File: config.mk
export PLATFORM = sky130hd
export DESIGN_NAME = rate_tick_source
export DESIGN_NICKNAME = d
export VERILOG_FILES = /design/src/rtl/rts_pkg.sv /design/src/rtl/rts_prescaler.sv /design/src/rtl/rts_divider.sv /design/src/rtl/rts_rate_mux.sv /design/src/rtl/rts_button.sv /design/src/rtl/rate_tick_source.sv
export SDC_FILE = /design/constraint.sdc
export NUM_CORES = 1
export LEC_CHECK = 0
export BUFFER_PORTS_ARGS = -buffer_cell sky130_fd_sc_hd__buf_2
export CORE_MARGIN = 5
export CORE_UTILIZATION = 55
export DETAILED_ROUTE_END_ITERATION = 10
export PLACE_DENSITY = 0.73
export SYNTH_ARGS = -nofsm -noshare
export SYNTH_HDL_FRONTEND = slang
export SYNTH_HIERARCHICAL = 1
export SYNTH_SLANG_ARGS = --single-unit
File: constraint.sdc
create_clock -name clk -period 3.2 [get_ports clk]
set_input_delay 0.64 -clock clk [delete_from_list [all_inputs] [get_ports clk]]
set_output_delay 0.64 -clock clk [all_outputs]
set_load 0.05 [all_outputs]
File: src/rtl/rts_pkg.sv
package rts_pkg;
  typedef enum logic {
    SRC_TIMER  = 1'b0,
    SRC_BUTTON = 1'b1
  } src_e;
endpackage

File: src/rtl/rts_prescaler.sv
// Base tick generator: one pulse every BASE_CYCLES clocks.
module rts_prescaler #(
  parameter int unsigned BASE_CYCLES = 10_000_000
) (
  input  logic clk,
  input  logic rst_n,
  output logic base_tick
);
  localparam int unsigned CW = (BASE_CYCLES > 1) ? $clog2(BASE_CYCLES) : 1;
  localparam logic [CW-1:0] LAST = CW'(BASE_CYCLES - 1);

  logic [CW-1:0] cnt;

  always_ff @(posedge clk or negedge rst_n) begin
    if (!rst_n)            cnt <= '0;
    else if (cnt == LAST)  cnt <= '0;
    else                   cnt <= cnt + 1'b1;
  end

  assign base_tick = (cnt == LAST);
endmodule

File: src/rtl/rts_divider.sv
// Synchronous binary divider on the base tick; tap k fires when the low k+1
// bits wrap, i.e. every 2^(k+1) base ticks. Clear needs both legs.
module rts_divider #(
  parameter int unsigned TAPS = 4
) (
  input  logic            clk,
  input  logic            rst_n,
  input  logic            base_tick,
  input  logic            clr,
  output logic [TAPS-1:0] tap
);
  logic [TAPS-1:0] cnt;

  always_ff @(posedge clk or negedge rst_n) begin
    if (!rst_n)         cnt <= '0;
    else if (clr)       cnt <= '0;
    else if (base_tick) cnt <= cnt + 1'b1;
  end

  for (genvar k = 0; k < TAPS; k++) begin : g_tap
    assign tap[k] = base_tick & ~clr & (&cnt[k:0]);
  end
endmodule

File: src/rtl/rts_rate_mux.sv
// Tap selector with boundary-synchronous rate adoption and inhibit.
module rts_rate_mux #(
  parameter int unsigned RATE_W = 2,
  parameter int unsigned TAPS   = 1 << RATE_W
) (
  input  logic              clk,
  input  logic              rst_n,
  input  logic [TAPS-1:0]   tap,
  input  logic              clr,
  input  logic [RATE_W-1:0] rate_req,
  input  logic              inhibit,
  output logic              sel_tick
);
  logic [RATE_W-1:0] rate_q;
  logic              boundary;

  assign boundary = tap[rate_q];

  always_ff @(posedge clk or negedge rst_n) begin
    if (!rst_n)                rate_q <= '0;
    else if (clr || boundary)  rate_q <= rate_req;
  end

  assign sel_tick = boundary & ~inhibit;
endmodule

File: src/rtl/rts_button.sv
// Changeover-contact debouncer: synchronisers, set-reset latch, rising-edge
// pulse.
module rts_button #(
  parameter int unsigned SYNC_STAGES = 2
) (
  input  logic clk,
  input  logic rst_n,
  input  logic make_n,
  input  logic break_n,
  output logic press_tick
);
  logic [SYNC_STAGES-1:0] mk_q;
  logic [SYNC_STAGES-1:0] bk_q;
  logic                   held;
  logic                   held_prev;
  logic                   held_nxt;

  if (SYNC_STAGES == 1) begin : g_sync1
    always_ff @(posedge clk or negedge rst_n) begin
      if (!rst_n) begin
        mk_q <= '1;
        bk_q <= '0;
      end else begin
        mk_q <= make_n;
        bk_q <= break_n;
      end
    end
  end else begin : g_syncn
    always_ff @(posedge clk or negedge rst_n) begin
      if (!rst_n) begin
        mk_q <= '1;
        bk_q <= '0;
      end else begin
        mk_q <= {mk_q[SYNC_STAGES-2:0], make_n};
        bk_q <= {bk_q[SYNC_STAGES-2:0], break_n};
      end
    end
  end

  always_comb begin
    unique case ({mk_q[SYNC_STAGES-1], bk_q[SYNC_STAGES-1]})
      2'b01:   held_nxt = 1'b1;
      2'b00:   held_nxt = 1'b1;
      2'b10:   held_nxt = 1'b0;
      default: held_nxt = held;
    endcase
  end

  always_ff @(posedge clk or negedge rst_n) begin
    if (!rst_n) begin
      held      <= 1'b0;
      held_prev <= 1'b0;
    end else begin
      held      <= held_nxt;
      held_prev <= held;
    end
  end

  assign press_tick = held & ~held_prev;
endmodule

File: src/rtl/rate_tick_source.sv
module rate_tick_source
  import rts_pkg::*;
#(
  parameter int unsigned BASE_CYCLES = 10_000_000,
  parameter int unsigned RATE_W      = 2,
  parameter int unsigned SYNC_STAGES = 2
) (
  input  logic              clk,
  input  logic              rst_n,
  input  logic              make_n,
  input  logic              break_n,
  input  logic              src_sel,
  input  logic [RATE_W-1:0] rate_sel,
  input  logic              sel_inhibit,
  input  logic              clr_a,
  input  logic              clr_b,
  output logic              tick_o
);
  localparam int unsigned TAPS = 1 << RATE_W;

  logic            base_tick;
  logic            div_clr;
  logic [TAPS-1:0] tap;
  logic            timer_tick;
  logic            press_tick;
  src_e            src;

  assign div_clr = clr_a & clr_b;   // both legs required
  assign src     = src_e'(src_sel);

  rts_prescaler #(.BASE_CYCLES(BASE_CYCLES)) u_pre (
    .clk(clk), .rst_n(rst_n), .base_tick(base_tick)
  );

  rts_divider #(.TAPS(TAPS)) u_div (
    .clk(clk), .rst_n(rst_n), .base_tick(base_tick), .clr(div_clr), .tap(tap)
  );

  rts_rate_mux #(.RATE_W(RATE_W), .TAPS(TAPS)) u_mux (
    .clk(clk), .rst_n(rst_n), .tap(tap), .clr(div_clr),
    .rate_req(rate_sel), .inhibit(sel_inhibit), .sel_tick(timer_tick)
  );

  rts_button #(.SYNC_STAGES(SYNC_STAGES)) u_btn (
    .clk(clk), .rst_n(rst_n), .make_n(make_n), .break_n(break_n),
    .press_tick(press_tick)
  );

  // source choice, registered output
  always_ff @(posedge clk or negedge rst_n) begin
    if (!rst_n)                  tick_o <= 1'b0;
    else if (src == SRC_BUTTON)  tick_o <= press_tick;
    else                         tick_o <= timer_tick;
  end
endmodule

# Word level (Yosys, flattened, before mapping)
# Cells that the tools add are included.
# op_classes
n_addsub,2
n_lt_le_gt_ge,1
eq_ne,3
n_mux,7
bitwise_logic,11
reduce_logical,8
# op_table
operator,count
"adder 24 x 1 -> 24 bit, second input constant",1
"equality test 24 bit, second input constant",1
2-to-1 mux 24 bit,1
AND 1 bit,8
2-to-1 mux 4 bit,2
"adder 4 x 1 -> 4 bit, second input constant",1
AND reduction 4 bit,1
nonzero test 2 bit,2
"< comparator 2 x 3 -> 1 bit, second input constant",1
inverter 1 bit,3
AND reduction 3 bit,1
binary-select mux 1 bit (select 2 bit),1
"equality test 2 x 1 -> 1 bit, second input constant",1
"equality test 2 bit, second input constant",1
logical NOT 2 bit,1
2-to-1 mux 1 bit,2
case mux 1 bit (2 select lines),1
AND reduction 2 bit,1
OR reduction 2 bit,1
logical OR 1 bit,1
# totals
reg_bits,37
inputBits,10
output_inout_bits,1
word_cells,40

# Logic depth before layout (Yosys ltp)
# logic_depth
word_depth,8
depth_mapped,11
ltp_nobuf,10

# By module
# The synthesis kept the hierarchy.
# modules_own_cells
mod,n_inst,cells_per_inst,area_per_inst_um2
rts_prescaler,1,104,1147.4
rts_divider,1,24,250.2
rts_button,1,8,168.9
rts_rate_mux,1,15,155.1
rate_tick_source,1,3,46.3

# Worst setup path after synthesis
# No wires, ideal clock.
# synth_timing
path_kind,register to register
startpoint,register u_pre.cnt[0]
endpoint,register u_mux.rate_q[1]
setup_ps,125
t_arrival_ps,2151
required_ps,3075
slack_ps,923
path_stages_with_launch,11
period_less_slack_ps,2277
cell_sequence,dfrtp_1 -> ha_1 -> and4_1 -> nand3_1 -> nor3_1 -> buf_6 -> and4b_1 -> and2_1 -> mux2i_1 -> o2bb2ai_2 -> mux2_4
# synth_between
elab_chain_cells,6
elab_cells_between_ends,9
cone_classes,eq/ne: 1; mux: 2; bitwise: 5; reduce/logical: 1
# synth_rtl
item,line_no,text
from (decl),rts_prescaler.sv:12,logic [CW-1:0] cnt;
from (signal assigned),rts_prescaler.sv:17,else cnt <= cnt + 1'b1;
equality test 24 bit,rts_prescaler.sv:20,assign base_tick = (cnt == LAST);
net base_tick,rate_tick_source.sv:21,logic base_tick;
AND 1 bit (2 in series),rts_divider.sv:21,assign tap[k] = base_tick & ~clr & (&cnt[k:0]);
net tap[2],rate_tick_source.sv:23,logic [TAPS-1:0] tap;
binary-select mux 1 bit (select 2 bit),rts_rate_mux.sv:17,assign boundary = tap[rate_q];
2-to-1 mux 1 bit (implied by the code),rts_rate_mux.sv:17,
logical OR 1 bit,rts_rate_mux.sv:21,else if (clr || boundary) rate_q <= rate_req;
to (signal assigned),rts_rate_mux.sv:21,
to (decl),rts_rate_mux.sv:14,logic [RATE_W-1:0] rate_q;
# The timed path passes the listed nets, and every way through them passes these cells. The select of a mux whose other input is x is not followed.
# A chain may end at the register's enable or synchronous reset.

# Worst setup path after layout
# Ends and elaborated chain as after synthesis.

==> summary by stage <==
Min path
The class of the tightest hold or removal check is in2async.

Worst setup path
Counting both buffers and inverters, the worst setup path holds a total of 1. At the worst endpoint, the required time is 3440 ps. Counting cells, the worst reg-to-reg path comes to 10.

In this run the worst path has a maximum fanout of 8. The worst register-to-register path begins at u_pre/cnt[0]. In this design, the stage delay of the slowest critical-path cell is 430 ps. The worst register-to-register path has a setup slack of 750 ps.

The critical setup path kind is reg2reg. The startpoint type of the worst setup path is a flop. The instance count on the critical path is 10. Broken down by cell family, the worst path's largest delay share belongs to simple AND/OR/NAND/NOR gates. For the worst setup path, the data arrival time is 2690 ps. The type of destination of the critical path is a flop.

The slowest library cell on the worst path is sky130_fd_sc_hd__dfrtp_1. The endpoint of the worst register-to-register path is u_mux/rate_q[1]. Walking the worst path, the cells encountered are ha_1 > and4_1 > nand3_1 > nor3_1 > buf_4 > and4b_1 > and2_1 > mux2i_1 > o2bb2ai_2 > mux2_4.

Synth
The number of enable-type register cells in the synthesized netlist is 0. The number of nets in the synthesized netlist is 167. In this run the biggest area consumer among cell types represents 49.54% of the synthesized area. For this run, the register share of the synthesized area comes to 52.51%. The area of the mapped netlist is 1768 sq um.

During synthesis, Yosys emitted a total of 6 warnings. Counting every instance in the synthesized netlist gives 154. The async set-reset flop share out of synthesis is 100.0%. Ranked by instance count, the synthesized netlist is headed by sky130_fd_sc_hd__dfrtp_1, sky130_fd_sc_hd__nor2_1, sky130_fd_sc_hd__xnor2_1.

The average instance area after synthesis is 11.48 sq um. The most used flip-flop cell after synthesis is sky130_fd_sc_hd__dfrtp_1. The most common cell in the synthesized netlist is sky130_fd_sc_hd__dfrtp_1.

Sorting the synthesized cells by area gives the leading types as sky130_fd_sc_hd__dfrtp_1, sky130_fd_sc_hd__xnor2_1, sky130_fd_sc_hd__nor2_1, sky130_fd_sc_hd__nand3_1, sky130_fd_sc_hd__dfstp_2. The flop and latch count out of synthesis is 37. The number of unique standard cell types used by synthesis is 39.

The cell taking the most area after synthesis is sky130_fd_sc_hd__dfrtp_1.

Cells and area
The number of fillers in the final layout is 279. The number of nets at the end of the flow is 183. Compared with the post-synthesis result, the final layout area differs by 10.05%. The total inserted antenna cells is 0. The final cell count without fillers is 215. The share of final-layout standard cells stronger than drive strength 1 is 19.88%. The utilization after layout is 63.21%.

CTS
The H-tree was split into 2 levels. The TritonCTS clock tree is built. The clock sink total is 37.

In this run the post-CTS setup repair buffer count came out at 0. The deepest clock path buffer count is 2. After clock tree synthesis, the repair step resized 0 gates. The root buffer cell chosen for the clock tree is sky130_fd_sc_hd__clkbuf_4. The number of buffers created by CTS is 5. After clock tree synthesis, the clock-pin slew on the worst setup and hold paths is 120 ps. After clock tree synthesis, the flow added hold-fix buffers numbering 0. The clock latency on the worst-skew pair is 340 ps.

Floorplan
11 I/O pins were placed. Measured along the y axis, the die boundary spans 66.70 um. After floorplanning, the core was sized to cover 3078 sq um. The die footprint is 4448 sq um.

The starting utilization of the core area is 57.44%. The die is 66.70 um wide. The floorplan has 20 rows.

Placement
At the end of routability-driven placement, the weighted congestion stood at 0.8271. The number of port buffers is 10. The post-DP HPWL is 2030 um. Once placement completed, the tool counted placed cells totaling 207.

STA
The worst path in the final design needs a cycle of 2452 ps, including I/O delays and setup. The final-report max-slew violation count came to 0. The final critical path takes up 76.63% of the cycle.

Between clock sinks in the finished design, the worst skew comes to 6.660 ps. Setup repair after global routing left no endpoint under its margin. The actual transition at the worst max-transition pin is 780.1 ps. Across all hold checks on the routed design, the worst slack comes to 360.6 ps.

The summed negative setup slack over all endpoints is 0 ps. The relative max-transition margin is 47.99%. Derived from the worst setup path, the maximum achievable clock frequency is 407.8 MHz. The number of hold violations in the final report came to 0. Setup violations remaining at the end of the flow were counted as 0.

Routing
Summed over all nets, wire length on met2 after detailed routing comes to 1380 um. The final layout contains routed wiring with a total length of 2854 um. In the routed design, unresolved DRC markers number 0. The detail-routed via count per cell is 5.363. The post-route met1 wirelength is 1311 um. The amount of wire on met3 after detailed routing is 129 um. The highest signal layer in the routed design is met4. For this block, the initial DRC count from the detailed router was 81.

The total via count after detailed routing is 1153. Dividing the detail-routed wire length by the instance count gives 13.27 um. The first detailed-routing pass took 4 iterations. The count of nets left with antenna violations once routing finished came out at 0.

GRT
The first global-routing pass estimated 5250 um of wire. Across every metal layer, demand over resource in global routing totals 15.90%. The number of antenna violations at the first check in global routing is 0. The number of global-route vias before repair is 1177. The pin count of the biggest net entering global routing is 38. The overall overflow remaining after global route is 0.

Status
The flow ran to the end, and the final reports show no timing, DRC or antenna violations.

Pwr
Of the total power, the clock network draws 37.9%. The total leakage power is 0.8835 nW. Across the VDD grid, the largest voltage drop is 0.2842 mV. The sequential cell fraction of total power is 56.7%. Of the total power, combinational logic draws 5.4%. The internal power is 0.6679 mW. The total net switching power is 0.1927 mW. For this design the ratio of total power to cell area is 442.3 nW/um^2. The switching fraction of total power is 22.39%.

Job
The tool flagged a number of max-cap violations equal to 0.
## through the flow
stage	worst slack, ps	total power [mW]	instance area [sq um]
floorplan	923.4	0.5242	1768
global placement	834.3	0.5426	1862
detailed placement	742.8	0.5443	1862
CTS	729.8	0.8749	1946
global route	601.3	0.9039	1946
finish	747.7	0.8605	1946
## area by class of cell
| cell class | instances | area (sq um) | area share [%] |
|---|---|---|---|
| Clock buffer | 5 | 37.54 | 1.929 |
| Clock inverter | 3 | 46.29 | 2.379 |
| Inverter | 2 | 7.507 | 0.3859 |
| Multi-Input combinational cell | 113 | 813.3 | 41.80 |
| Sequential cell | 37 | 928.4 | 47.72 |
| Tap cell | 44 | 55.05 | 2.830 |
| Timing Repair Buffer | 11 | 57.56 | 2.958 |
## how the worst max path moves through the flow
stage | startpoint | end | slack, ps
finish | u_pre/cnt[0] | u_mux/rate_q[1] | 750
global route | u_pre/cnt[21] | tick_o | 600
CTS | u_pre/cnt[0] | u_mux/rate_q[1] | 730
detailed placement | u_pre/cnt[0] | u_mux/rate_q[1] | 740
global placement | u_pre/cnt[0] | u_mux/rate_q[1] | 830
floorplan | u_pre/cnt[0] | u_mux/rate_q[1] | 920
## layout by cell type, fill, tap and decap left out, types with 2 or more instances in the layout
master and n:
sky130_fd_sc_hd__dfrtp_1 35, sky130_fd_sc_hd__and3_1 3, sky130_fd_sc_hd__nand3b_1 2, sky130_fd_sc_hd__dfstp_2 2, sky130_fd_sc_hd__ha_1 3, sky130_fd_sc_hd__o21ai_1 3
sky130_fd_sc_hd__a21oi_1 2, sky130_fd_sc_hd__nor2b_1 3, sky130_fd_sc_hd__xnor2_1 17, sky130_fd_sc_hd__nand4_1 5, sky130_fd_sc_hd__and2_1 3, sky130_fd_sc_hd__xor2_1 5
sky130_fd_sc_hd__inv_1 2, sky130_fd_sc_hd__nor2_1 19, sky130_fd_sc_hd__mux2i_1 2, sky130_fd_sc_hd__nor3_1 2, sky130_fd_sc_hd__nand2_1 7, sky130_fd_sc_hd__and4_1 2
sky130_fd_sc_hd__clkbuf_4 5, sky130_fd_sc_hd__nor4b_1 2, sky130_fd_sc_hd__nand3_1 14, sky130_fd_sc_hd__buf_2 10, sky130_fd_sc_hd__mux2_4 3
## routing by layer
layer,vias up,global-route usage [%]
li1,570,-
met1,558,18.82
met2,21,26.86
met3,4,4.384
met4,0,6.853
met5,-,0
## flip-flops by register name, summed over array words and instances (netlist names)
register	flops
tick_o	1
u_btn/bk_q	2
u_btn/held	1
u_btn/held_prev	1
u_btn/mk_q	2
u_div/cnt	4
u_mux/rate_q	2
u_pre/cnt	24
## power by group through the flow
stage | registers [mW] | clock network [mW] | logic [mW]
finish | 0.488 | 0.326 | 0.0461
global placement | 0.496 | 0 | 0.0462
global route | 0.489 | 0.363 | 0.0515
CTS | 0.488 | 0.339 | 0.0476
detailed placement | 0.497 | 0 | 0.0474
floorplan | 0.499 | 0 | 0.0251
## worst register-to-register path: cells and delay by family, from the launching register on
kind | cells | cell delay (ps)
AO/OA/AOI/OAI | 1 | 150
flip-flops | 1 | 430
AND/OR/NAND/NOR | 5 | 790
buffers and inverters | 1 | 160
multiplexers | 2 | 560
adder cells (fa/ha/maj) | 1 | 260
## logic make-up (layout without fill, tap and decap cells)
| family | after synthesis | after routing | synth area share (%) |
|---|---|---|---|
| xor+xnor | 22 | 22 | 10.90 |
| buf+inv | 4 | 21 | 1.486 |
| simple gates | 73 | 73 | 24.84 |
| mux | 6 | 6 | 4.317 |
| compound gates | 9 | 9 | 3.821 |
| flops | 37 | 37 | 52.51 |
| fa+ha+maj | 3 | 3 | 2.123 |
(Power assumes the default switching activity.)
